--- config.mk ---
export PLATFORM = sky130hd
export DESIGN_NAME = scan_tp_seq
export DESIGN_NICKNAME = d
export VERILOG_FILES = /design/src/rtl/scan_tp_pkg.sv /design/src/rtl/tp_step_counter.sv /design/src/rtl/tp_phase_fsm.sv /design/src/rtl/tp_strobe_decode.sv /design/src/rtl/scan_tp_seq.sv
export SDC_FILE = /design/constraint.sdc
export NUM_CORES = 1
export LEC_CHECK = 0
export CORE_MARGIN = 10
export CORE_UTILIZATION = 32
export DETAILED_ROUTE_END_ITERATION = 6
export MAX_ROUTING_LAYER = met4
export PLACE_DENSITY = 0.59
export REMOVE_ABC_BUFFERS = 1
export SLEW_MARGIN = 40
export SYNTH_ARGS = -nofsm -noshare
export SYNTH_HDL_FRONTEND = slang
export SYNTH_SLANG_ARGS = --single-unit
--- constraint.sdc ---
create_clock -name clk -period 4.49 [get_ports clk]
set_input_delay 0.449 -clock clk [delete_from_list [all_inputs] [get_ports clk]]
set_output_delay 0.449 -clock clk [all_outputs]
set_load 0.01 [all_outputs]
--- src/rtl/scan_tp_pkg.sv ---
package scan_tp_pkg;

  typedef enum logic [2:0] {
    PH_IDLE    = 3'd0,
    PH_SHIFT   = 3'd1,
    PH_RELEASE = 3'd2,
    PH_CAPTURE = 3'd3,
    PH_REARM   = 3'd4,
    PH_DONE    = 3'd5
  } phase_e;

  typedef struct packed {
    logic scan_en;
    logic tp_en;
    logic clk_en;
    logic done;
  } strobe_t;

  // Strobe pattern owned by each phase.
  function automatic strobe_t strobes_for(phase_e ph);
    strobe_t s;
    s = '0;
    case (ph)
      PH_SHIFT:   begin s.scan_en = 1'b1; s.tp_en = 1'b1; s.clk_en = 1'b1; end
      PH_CAPTURE: s.clk_en = 1'b1;
      PH_REARM:   s.tp_en  = 1'b1;
      PH_DONE:    s.done   = 1'b1;
      default:    s = '0;
    endcase
    return s;
  endfunction

  // Phase that follows the last shift of a loading pass.
  function automatic phase_e after_last_shift(logic unload, logic split);
    if (unload) return PH_DONE;
    return split ? PH_RELEASE : PH_CAPTURE;
  endfunction

  // Phase that follows a capture cycle.
  function automatic phase_e after_capture(logic split);
    return split ? PH_REARM : PH_SHIFT;
  endfunction

endpackage

--- src/rtl/tp_step_counter.sv ---
module tp_step_counter #(
  parameter int W = 8
) (
  input  logic         clk,
  input  logic         rst_n,
  input  logic         clear,
  input  logic         step,
  output logic [W-1:0] count
);
  always_ff @(posedge clk or negedge rst_n) begin
    if (!rst_n)     count <= '0;
    else if (clear) count <= '0;
    else if (step)  count <= count + {{(W-1){1'b0}}, 1'b1};
  end
endmodule

--- src/rtl/tp_phase_fsm.sv ---
module tp_phase_fsm
  import scan_tp_pkg::*;
(
  input  logic   clk,
  input  logic   rst_n,
  input  logic   start,
  input  logic   empty_run,
  input  logic   shift_last,
  input  logic   unload,
  input  logic   split,
  output phase_e phase_q
);
  phase_e phase_d;

  always_comb begin
    phase_d = phase_q;
    case (phase_q)
      PH_IDLE, PH_DONE: if (start) phase_d = empty_run ? PH_DONE : PH_SHIFT;
      PH_SHIFT:         if (shift_last) phase_d = after_last_shift(unload, split);
      PH_RELEASE:       phase_d = PH_CAPTURE;
      PH_CAPTURE:       phase_d = after_capture(split);
      PH_REARM:         phase_d = PH_SHIFT;
      default:          phase_d = PH_IDLE;
    endcase
  end

  always_ff @(posedge clk or negedge rst_n) begin
    if (!rst_n) phase_q <= PH_IDLE;
    else        phase_q <= phase_d;
  end
endmodule

--- src/rtl/tp_strobe_decode.sv ---
module tp_strobe_decode
  import scan_tp_pkg::*;
(
  input  phase_e phase_q,
  output logic   scan_en,
  output logic   tp_en,
  output logic   clk_en,
  output logic   done
);
  strobe_t s;
  always_comb begin
    s       = strobes_for(phase_q);
    scan_en = s.scan_en;
    tp_en   = s.tp_en;
    clk_en  = s.clk_en;
    done    = s.done;
  end
endmodule

--- src/rtl/scan_tp_seq.sv ---
module scan_tp_seq
  import scan_tp_pkg::*;
#(
  parameter int LEN_W = 6,
  parameter int PAT_W = 4
) (
  input  logic             clk,
  input  logic             rst_n,
  input  logic             start,
  input  logic [LEN_W-1:0] chain_len,
  input  logic [PAT_W-1:0] pat_count,
  input  logic             mode,
  output logic             scan_en,
  output logic             tp_en,
  output logic             clk_en,
  output logic [2:0]       phase,
  output logic             done
);
  localparam logic [LEN_W-1:0] LEN_ONE = {{(LEN_W-1){1'b0}}, 1'b1};

  phase_e           phase_q;
  logic [LEN_W-1:0] len_q;
  logic [PAT_W-1:0] cnt_q;
  logic             mode_q;
  logic [LEN_W-1:0] shift_cnt;
  logic [PAT_W-1:0] pat_cnt;

  // Named internal events, visible to the checker.
  logic start_take, empty_run, in_shift, shift_last, capture_fire, unload;

  assign start_take   = start && (phase_q == PH_IDLE || phase_q == PH_DONE);
  assign empty_run    = (chain_len == '0) || (pat_count == '0);
  assign in_shift     = (phase_q == PH_SHIFT);
  assign shift_last   = in_shift && (shift_cnt == len_q - LEN_ONE);
  assign capture_fire = (phase_q == PH_CAPTURE);
  assign unload       = (pat_cnt == cnt_q);

  always_ff @(posedge clk or negedge rst_n) begin
    if (!rst_n) begin
      len_q  <= '0;
      cnt_q  <= '0;
      mode_q <= 1'b0;
    end else if (start_take) begin
      len_q  <= chain_len;
      cnt_q  <= pat_count;
      mode_q <= mode;
    end
  end

  tp_step_counter #(.W(LEN_W)) shift_ctr_i (
    .clk   (clk),
    .rst_n (rst_n),
    .clear (start_take || shift_last),
    .step  (in_shift),
    .count (shift_cnt)
  );

  tp_step_counter #(.W(PAT_W)) pat_ctr_i (
    .clk   (clk),
    .rst_n (rst_n),
    .clear (start_take),
    .step  (capture_fire),
    .count (pat_cnt)
  );

  tp_phase_fsm fsm_i (
    .clk        (clk),
    .rst_n      (rst_n),
    .start      (start),
    .empty_run  (empty_run),
    .shift_last (shift_last),
    .unload     (unload),
    .split      (mode_q),
    .phase_q    (phase_q)
  );

  tp_strobe_decode dec_i (
    .phase_q (phase_q),
    .scan_en (scan_en),
    .tp_en   (tp_en),
    .clk_en  (clk_en),
    .done    (done)
  );

  assign phase = phase_q;
endmodule

# Word level (Yosys, flattened, before mapping)
# Index checks and enable logic that the tools add are counted.
# op_classes
addsub,3
mux,19
n_eq_ne,9
n_reduce_logical,14
# ops
cell,count
$mux W3,6
$pmux W3 S5,1
$mux W6,2
$mux W1,8
$mux W4,2
$add A6 B1 Y6 const B,1
$eq A3 B2 Y1 const B,2
$eq A3 B3 Y1 const B,2
$eq A6 B6 Y1,1
$logic_not A6 Y1,1
$reduce_or A2 Y1,3
$sub A6 B1 Y6 const B,1
$add A4 B1 Y4 const B,1
$eq A4 B4 Y1,1
$logic_not A4 Y1,1
$reduce_bool A2 Y1,2
$eq A3 B1 Y1 const B,1
$logic_not A3 Y1,1
$logic_or A1 B1 Y1,3
$logic_and A1 B1 Y1,2
$ne A2 B1 Y1 const B,1
$ne A2 B2 Y1 const B,1
$reduce_and A2 Y1,1
# totals
elab_cells,51
register_bits,24
out_inout_bits,7

# Logic depth before layout (Yosys ltp)
# Gate-level depths: netlist of the first run.
# depth
word_depth,8
depth_mapped,7
depth_no_buf,7

# Modules after synthesis
# Synthesis of the first run repeated with hierarchy kept, for this count alone.
# hier_totals
cells_unflattened,130
area_unflattened_um2,1393.8
# modules_own_cells
mod,cells_per_inst,area_per_inst_um2,n_inst
scan_tp_seq,65,713.2,1
tp_step_counter (shift_ctr_i),24,269.0,1
tp_step_counter (pat_ctr_i),16,192.7,1
tp_phase_fsm,20,180.2,1
tp_strobe_decode,5,38.8,1

# Worst setup path after synthesis of the first run
# No wires, ideal clock.
# synth_path
path_type,register to register
startpoint,register len_q[0]
endpoint,register fsm_i.phase_q[0]
setup_time_ns,0.144
arrival_ns,1.576
path_buffers,0
path_stages_with_launch,8
slack_ns,2.771
path_cell_list,dfrtp_1 > inv_1 > ha_1 > nand2b_1 > o211a_1 > o31a_1 > o31ai_4 > a41oi_1
# synth_between
elab_chain_cells,5
# synth_rtl
item,line_no,text
from (decl),scan_tp_seq.sv:22,logic [LEN_W-1:0] len_q;
from (signal assigned),scan_tp_seq.sv:44,len_q <= chain_len;
$sub A6 B1 Y6,scan_tp_seq.sv:34,assign shift_last = in_shift && (shift_cnt == len_q - LEN_ONE);
$eq A6 B6 Y1,scan_tp_seq.sv:34,
$logic_and A1 B1 Y1,scan_tp_seq.sv:34,
$ne A2 B1 Y1 (no source line),n/a,
$reduce_and A2 Y1 (no source line),n/a,
to (signal assigned),tp_phase_fsm.sv:29,else phase_q <= phase_d;
to (decl),tp_phase_fsm.sv:11,output phase_e phase_q
# Every way passes these cells.
# A chain may end at the register's enable or synchronous reset.

# Worst setup path after layout of the first run
# layout_path
startpoint,register fsm_i.phase_q[1]
endpoint,output port scan_en
# layout_between
elab_chain_cells,2
# layout_rtl
item,line_no,text
$eq A3 B1 Y1,scan_tp_pkg.sv:23,case (ph)
$mux W1,scan_tp_pkg.sv:23,
to (decl),scan_tp_seq.sv:13,"output logic scan_en,"
# Every way passes these cells.

==> results.py, run 1 <==
metrics = {
    "min_path": {
        "holdCritPathClass": "input port to asynchronous set/reset pin",
    },
    "power_and_ir_drop": {
        "power.total_w": 0.000383,
        "powerDensity_nw_per_um2": 226,
        "peakVddDrop_uv": 162,
        "leakage_nw": 0.727,
    },
    "drt": {
        "dr.pass1.iters": 4,
        "vias": 1140,
        "post-route-drc-count": 0,
        "routed_via_density": 5.02,
        "ant_nets": 0,
        "drt_iter0_markers": 70,
        "finalWirelength_um": 3290,
        "avgRoutedWirePerCell_um": 14.5,
    },
    "clocking": {
        "cts.sinks": 24,
        "path_clk_slew_ns": 0.09,
        "numCtsBuffers": 3,
        "postCtsHoldBufs": 0,
        "root_buffer": "clkbuf_8",
        "post-cts-setup-buffers": 0,
        "htreeDepth": 1,
        "worstSkewPairLatency_ns": 0.27,
        "clockBufferDepth": 2,
        "cts_tree": "yes",
        "cts_resized": 0,
    },
    "placement": {
        "dp_hpwl_um": 2500,
        "gp_congestion": 0.823,
        "port_buffers": 20,
    },
    "sta": {
        "post-route-period-util_pct": 58.2,
        "timing.final.crit_period_ns": 2.61,
        "rsz0062_at_grt": "no",
        "clock.fmax_mhz": 383,
        "timing.final.max_slew_violations": 0,
        "slew-limit-headroom_pct": 58.9,
        "fin_skew_ns": 0.00840,
        "tns_ns": 0,
        "worst_pin_slew_ns": 0.616,
        "setup_viol": 0,
        "hold_viol": 0,
    },
    "floorplan": {
        "core_um2": 4290,
        "die_area_um2": 7450,
        "die_w_um": 86.3,
        "die_h_um": 86.3,
        "start_util_pct": 32.8,
        "io_pins": 21,
        "std_cell_rows": 24,
    },
    "critical_path": {
        "critical_path_class": "flip-flop to output pin",
        "critPathSlowestCell": "clkdlybuf4s50_1",
        "arrival_ns": 2.16,
        "critPathLaunchType": "flip-flop",
        "cpPeakStageDelay_ns": 0.63,
        "critPathCaptureType": "output pin",
        "required_ns": 4.04,
        "path_max_fanout": 15,
        "critical_path.cell_chain": "nand2b_1 > nand2b_1 > inv_1 > clkdlybuf4s50_1",
        "path_common_cell": "nand2b_1",
    },
    "yosys": {
        "async_reset_ff_share_pct": 100,
        "seq_area_frac_synth_pct": 42.7,
        "ys_types": 39,
        "syn_area_per_cell_um2": 9.02,
        "yosysWarnings": 0,
        "yosysTopAreaCellShare_pct": 42.7,
        "ys_ff_latch": 24,
        "synth_area_um2": 1410,
        "yosys.area.top_type": "dfrtp_1",
        "syn_inst": 156,
        "synth_edf_count": 0,
        "synth_flop_cell": "dfrtp_1",
        "synth.top_cells.by_area": "dfrtp_1 43%, nand2_1 10%, xor2_1 6.2%, nand3_1 3.2%, ha_1 2.7%",
    },
    "global_route": {
        "first_global_vias": 1256,
        "grt-ovfl-total": 0,
        "grt_use_total_pct": 9.70,
        "grt_pass1_wl_um": 5800,
        "antenna_found_initial": 0,
        "grt_max_degree": 25,
    },
    "finish": {
        "area_delta_synth_final_pct": 20.3,
        "antenna-diode-count": 0,
        "final_cell_mix": "38 x nand2_1, 24 x dfrtp_1, 19 x clkdlybuf4s50_1",
        "fillerInstances": 434,
        "final_common_cell": "nand2_1",
        "nNetsFinal": 193,
        "drive_above_1_share_pct": 6.86,
    },
    "outcome": {
        "status": "finished, final reports clean",
    },
    "flow_run": {
        "drv_cap": 0,
    },
}
[cells in the mapped netlist, types with 3 or more instances]
| library cell | instances |
|---|---|
| o21ai_0 | 6 |
| nand2b_1 | 5 |
| and3_1 | 3 |
| a211oi_1 | 4 |
| xor2_1 | 10 |
| xnor2_1 | 3 |
| a21oi_1 | 6 |
| inv_1 | 5 |
| nand2_1 | 38 |
| buf_2 | 3 |
| nor2_1 | 9 |
| dfrtp_1 | 24 |
| ha_1 | 3 |
| nand3_1 | 9 |
[logic make-up (layout without fill, tap and decap cells)]
| kind of cell | count (synthesis) | in the layout | synth area share [%] |
|---|---|---|---|
| mux | 1 | 1 | 0.800 |
| fa+ha+maj | 3 | 3 | 2.67 |
| flops | 24 | 24 | 42.7 |
| simple gates | 77 | 77 | 27.2 |
| compound gates | 27 | 27 | 14.0 |
| buf+inv | 10 | 29 | 3.47 |
| xor+xnor | 14 | 14 | 9.24 |
[worst max-delay path, delay by kind of cell (launching register included)]
family / cells / cell delay [ns]
DFF: 1 / 0.49
and+or+nand+nor: 2 / 0.41
buffers and inverters: 2 / 1.00
[final cells by class]
| cell class | instances | area [um^2] | share of cell area (%) |
|---|---|---|---|
| Timing Repair Buffer | 20 | 195 | 11.5 |
| Multi-Input combinational cell | 122 | 758 | 44.8 |
| Inverter | 5 | 18.8 | 1.11 |
| Tap cell | 52 | 65.1 | 3.84 |
| Clock buffer | 4 | 55.1 | 3.25 |
| Sequential cell | 24 | 601 | 35.5 |
[report_power, final]
part / switching (W) / internal, W
Combinational: 0.00000732 / 0.0000101
Clock: 0.0000716 / 0.0000784
Sequential: 0 / 0.000216
Total: 0.0000789 / 0.000304
[flip-flops by register name, indices dropped and copies added (netlist names)]
name and count:
mode_q 1, fsm_i.phase_q 3, pat_ctr_i.count 4, len_q 6, cnt_q 4, shift_ctr_i.count 6
[metrics by stage]
step | instances | hold WS, ns | utilization (%) | worst slack, ns | area (um^2)
finish | 227 | 0.155 | 39.4 | 1.88 | 1690
global route | 227 | 0.188 | 39.4 | 1.73 | 1690
CTS | 227 | 0.171 | 39.4 | 1.88 | 1690
floorplan | 151 | 0.153 | - | 2.76 | 1380
global placement | 223 | 0.486 | 38.3 | 2.27 | 1640
detailed placement | 223 | 0.476 | 38.1 | 2.18 | 1640
[worst paths after layout]
| check | to | slack [ns] | cells after the start | startpoint |
|---|---|---|---|---|
| min reg2reg | cnt_q[0]$_DFFE_PN0P_ | 0.51 | 2 | cnt_q[0]$_DFFE_PN0P_ |
| max reg2reg | shift_ctr_i.count[5]$_DFFE_PN0P_ | 2.54 | 7 | len_q[0]$_DFFE_PN0P_ |
| min in group clk | cnt_q[0]$_DFFE_PN0P_ | 0.51 | 2 | cnt_q[0]$_DFFE_PN0P_ |
| max in group asynchronous | fsm_i.phase_q[0]$_DFFE_PN0P_ | 3.96 | 1 | rst_n |
| max | scan_en | 1.88 | 4 | fsm_i.phase_q[1]$_DFFE_PN0P_ |
| min | shift_ctr_i.count[2]$_DFFE_PN0P_ | 0.15 | 1 | rst_n |
[layer usage]
layer  vias to the layer above  wire length [um]  share of wire, %  global-route usage [%]
met5                         -                 0                 0                       -
met4                         0                46               1.4                    3.09
met3                         4               123               3.7                    3.10
met2                        15              1670                51                    16.3
met1                       551              1450                44                    10.6
li1                        570                 -                 -                       -
Power figures use the tool's default switching activity.
==> run 2: changes to the inputs <==
--- a/config.mk
+++ b/config.mk
@@ -9,7 +9,7 @@
 export CORE_UTILIZATION = 32
 export DETAILED_ROUTE_END_ITERATION = 6
 export MAX_ROUTING_LAYER = met4
-export PLACE_DENSITY = 0.59
+export PLACE_DENSITY = 0.61
 export REMOVE_ABC_BUFFERS = 1
 export SLEW_MARGIN = 40
 export SYNTH_ARGS = -nofsm -noshare
==> constraint.sdc (replaced) <==
create_clock -name clk -period 2.09 [get_ports clk]
set_input_delay 0.209 -clock clk [delete_from_list [all_inputs] [get_ports clk]]
set_output_delay 0.209 -clock clk [all_outputs]
set_load 0.01 [all_outputs]
==> run 2 against run 1 <==
Final area up 1.3%. Critical path depth unchanged. Largest power group unchanged. Hold slack better by 0.14 ns. Via count down 2.7%. Sequential share of layout area down 0.44 points. Clock-buffer cell count down 1. Flip-flop and latch count unchanged. Sequential power up 110%. Critical endpoint unchanged. Clock skew down 0.0052 ns. Register-to-register slack worse by 2.3 ns. Core utilization up 0.50 points.
==> results.py, run 2 (synthesis results as in run 1) <==
metrics = {
    "drt": {
        "post-route-drc-count": 0,
        "finalWirelength_um": 3060,
        "ant_nets": 0,
        "routed_via_density": 4.82,
        "drt_iter0_markers": 71,
        "dr.pass1.iters": 4,
        "vias": 1109,
        "avgRoutedWirePerCell_um": 13.3,
    },
    "global_route": {
        "antenna_found_initial": 0,
        "grt_pass1_wl_um": 5190,
        "grt-ovfl-total": 0,
        "grt_max_degree": 25,
        "first_global_vias": 1117,
        "grt_use_total_pct": 8.59,
    },
    "finish": {
        "drive_above_1_share_pct": 7.87,
        "final_common_cell": "nand2_1",
        "final_cell_mix": "38 x nand2_1, 24 x dfrtp_1, 20 x clkdlybuf4s50_1",
        "area_delta_synth_final_pct": 21.8,
        "antenna-diode-count": 0,
        "ff_latch_area_um2": 601,
        "fin_util_pct": 39.9,
        "final_cells": 230,
        "nNetsFinal": 197,
        "top_regs": "len_q (6), shift_ctr_i.count (6)",
        "multi_input_area_um2": 758,
        "fillerInstances": 439,
    },
    "clocking": {
        "post-cts-setup-buffers": 0,
        "cts_resized": 0,
        "postCtsHoldBufs": 0,
        "numCtsBuffers": 3,
        "cts.sinks": 24,
        "clockBufferDepth": 2,
        "path_clk_slew_ns": 0.08,
        "root_buffer": "clkbuf_8",
        "worstSkewPairLatency_ns": 0.26,
        "cts_tree": "yes",
        "htreeDepth": 1,
    },
    "floorplan": {
        "io_pins": 21,
        "die_area_um2": 7450,
        "std_cell_rows": 24,
        "die_w_um": 86.3,
        "start_util_pct": 32.8,
        "core_um2": 4290,
        "die_h_um": 86.3,
    },
    "sta": {
        "timing.final.crit_period_ns": 1.91,
        "timing.final.max_slew_violations": 0,
        "clock.fmax_mhz": 523,
        "post-route-period-util_pct": 91.4,
        "setup_viol": 0,
        "hold_viol": 0,
        "fin_skew_ns": 0.00322,
        "rsz0062_at_grt": "no",
        "slew-limit-headroom_pct": 60.7,
        "worst_pin_slew_ns": 0.585,
        "hold_ws_ns": 0.293,
        "tns_ns": 0,
    },
    "critical_path": {
        "critPathLaunchType": "flip-flop",
        "critPathSlowestCell": "clkdlybuf4s50_1",
        "path_max_fanout": 7,
        "path_common_cell": "nand2b_1",
        "cpPeakStageDelay_ns": 0.54,
        "critPathTopFamily": "buffers and inverters",
        "arrival_ns": 1.70,
        "critPathBufInv": 2,
        "critical_path_class": "flip-flop to output pin",
        "required_ns": 1.88,
        "critical_path.cell_chain": "nand2b_1 > nand2b_1 > inv_1 > clkdlybuf4s50_1",
        "critPathCaptureType": "output pin",
    },
    "power_and_ir_drop": {
        "powerDensity_nw_per_um2": 452,
        "peakVddDrop_uv": 232,
        "power.total_w": 0.000776,
        "leakage_nw": 0.739,
    },
    "outcome": {
        "status": "finished, final reports clean",
    },
    "flow_run": {
        "drv_cap": 0,
    },
    "placement": {
        "port_buffers": 20,
        "gp_congestion": 0.740,
        "dp_cells": 227,
        "dp_hpwl_um": 2260,
    },
    "min_path": {
        "holdCritPathClass": "input port to asynchronous set/reset pin",
    },
}
-- run 2: cell type report --
| class | instances | share of cell area [%] |
|---|---|---|
| multi-input combinational | 122 | 44.2 |
| sequential | 24 | 35.0 |
| timing repair buffer | 24 | 13.4 |
| tap | 52 | 3.80 |
| clock buffer | 3 | 2.41 |
| inverter | 5 | 1.09 |
-- run 2: routing by layer --
metal,up-vias,share of wire [%],track usage (%)
li1,581,-,-
met1,497,51,11.7
met2,27,44,12.2
met3,4,2.9,1.41
met4,0,1.7,3.53
met5,-,0,-
-- run 2: worst reg2reg max path, stage by stage, from the launching register on --
cell and delay [ns]:
dfrtp_1 0.44, inv_1 0.09, ha_1 0.22, nand2b_1 0.16, o211a_1 0.13, o31a_1 0.33, o31ai_4 0.24, a41oi_1 0.14
-- run 2: path summary, 6_finish.rpt --
check	startpoint	to	slack [ns]	cells past startpoint
hold / removal	rst_n	pat_ctr_i.count[0]$_DFFE_PN0P_	0.29	2
max in group asynchronous	rst_n	len_q[2]$_DFFE_PN0P_	1.55	2
min in group clk	mode	mode_q$_DFFE_PN0P_	0.47	3
setup / recovery	fsm_i.phase_q[0]$_DFFE_PN0P_	scan_en	0.18	4
hold reg to reg	len_q[5]$_DFFE_PN0P_	len_q[5]$_DFFE_PN0P_	0.50	2
setup reg to reg	len_q[0]$_DFFE_PN0P_	fsm_i.phase_q[0]$_DFFE_PN0P_	0.21	7
-- run 2: through the flow --
step / worst slack, ns / cell area [um^2]
global route: 0.0412 / 1710
CTS: 0.163 / 1710
global placement: 0.269 / 1670
detailed placement: 0.214 / 1670
floorplan: 0.362 / 1380
finish: 0.180 / 1710
-- run 2: report_power, final --
group / leakage (nW) / total (W) / switching (W) / internal (W)
combinational: 0.434 / 0.0000395 / 0.0000156 / 0.0000238
clock: 0.0216 / 0.000272 / 0.000143 / 0.000129
sequential: 0.284 / 0.000464 / 0 / 0.000464
total: 0.739 / 0.000776 / 0.000159 / 0.000616
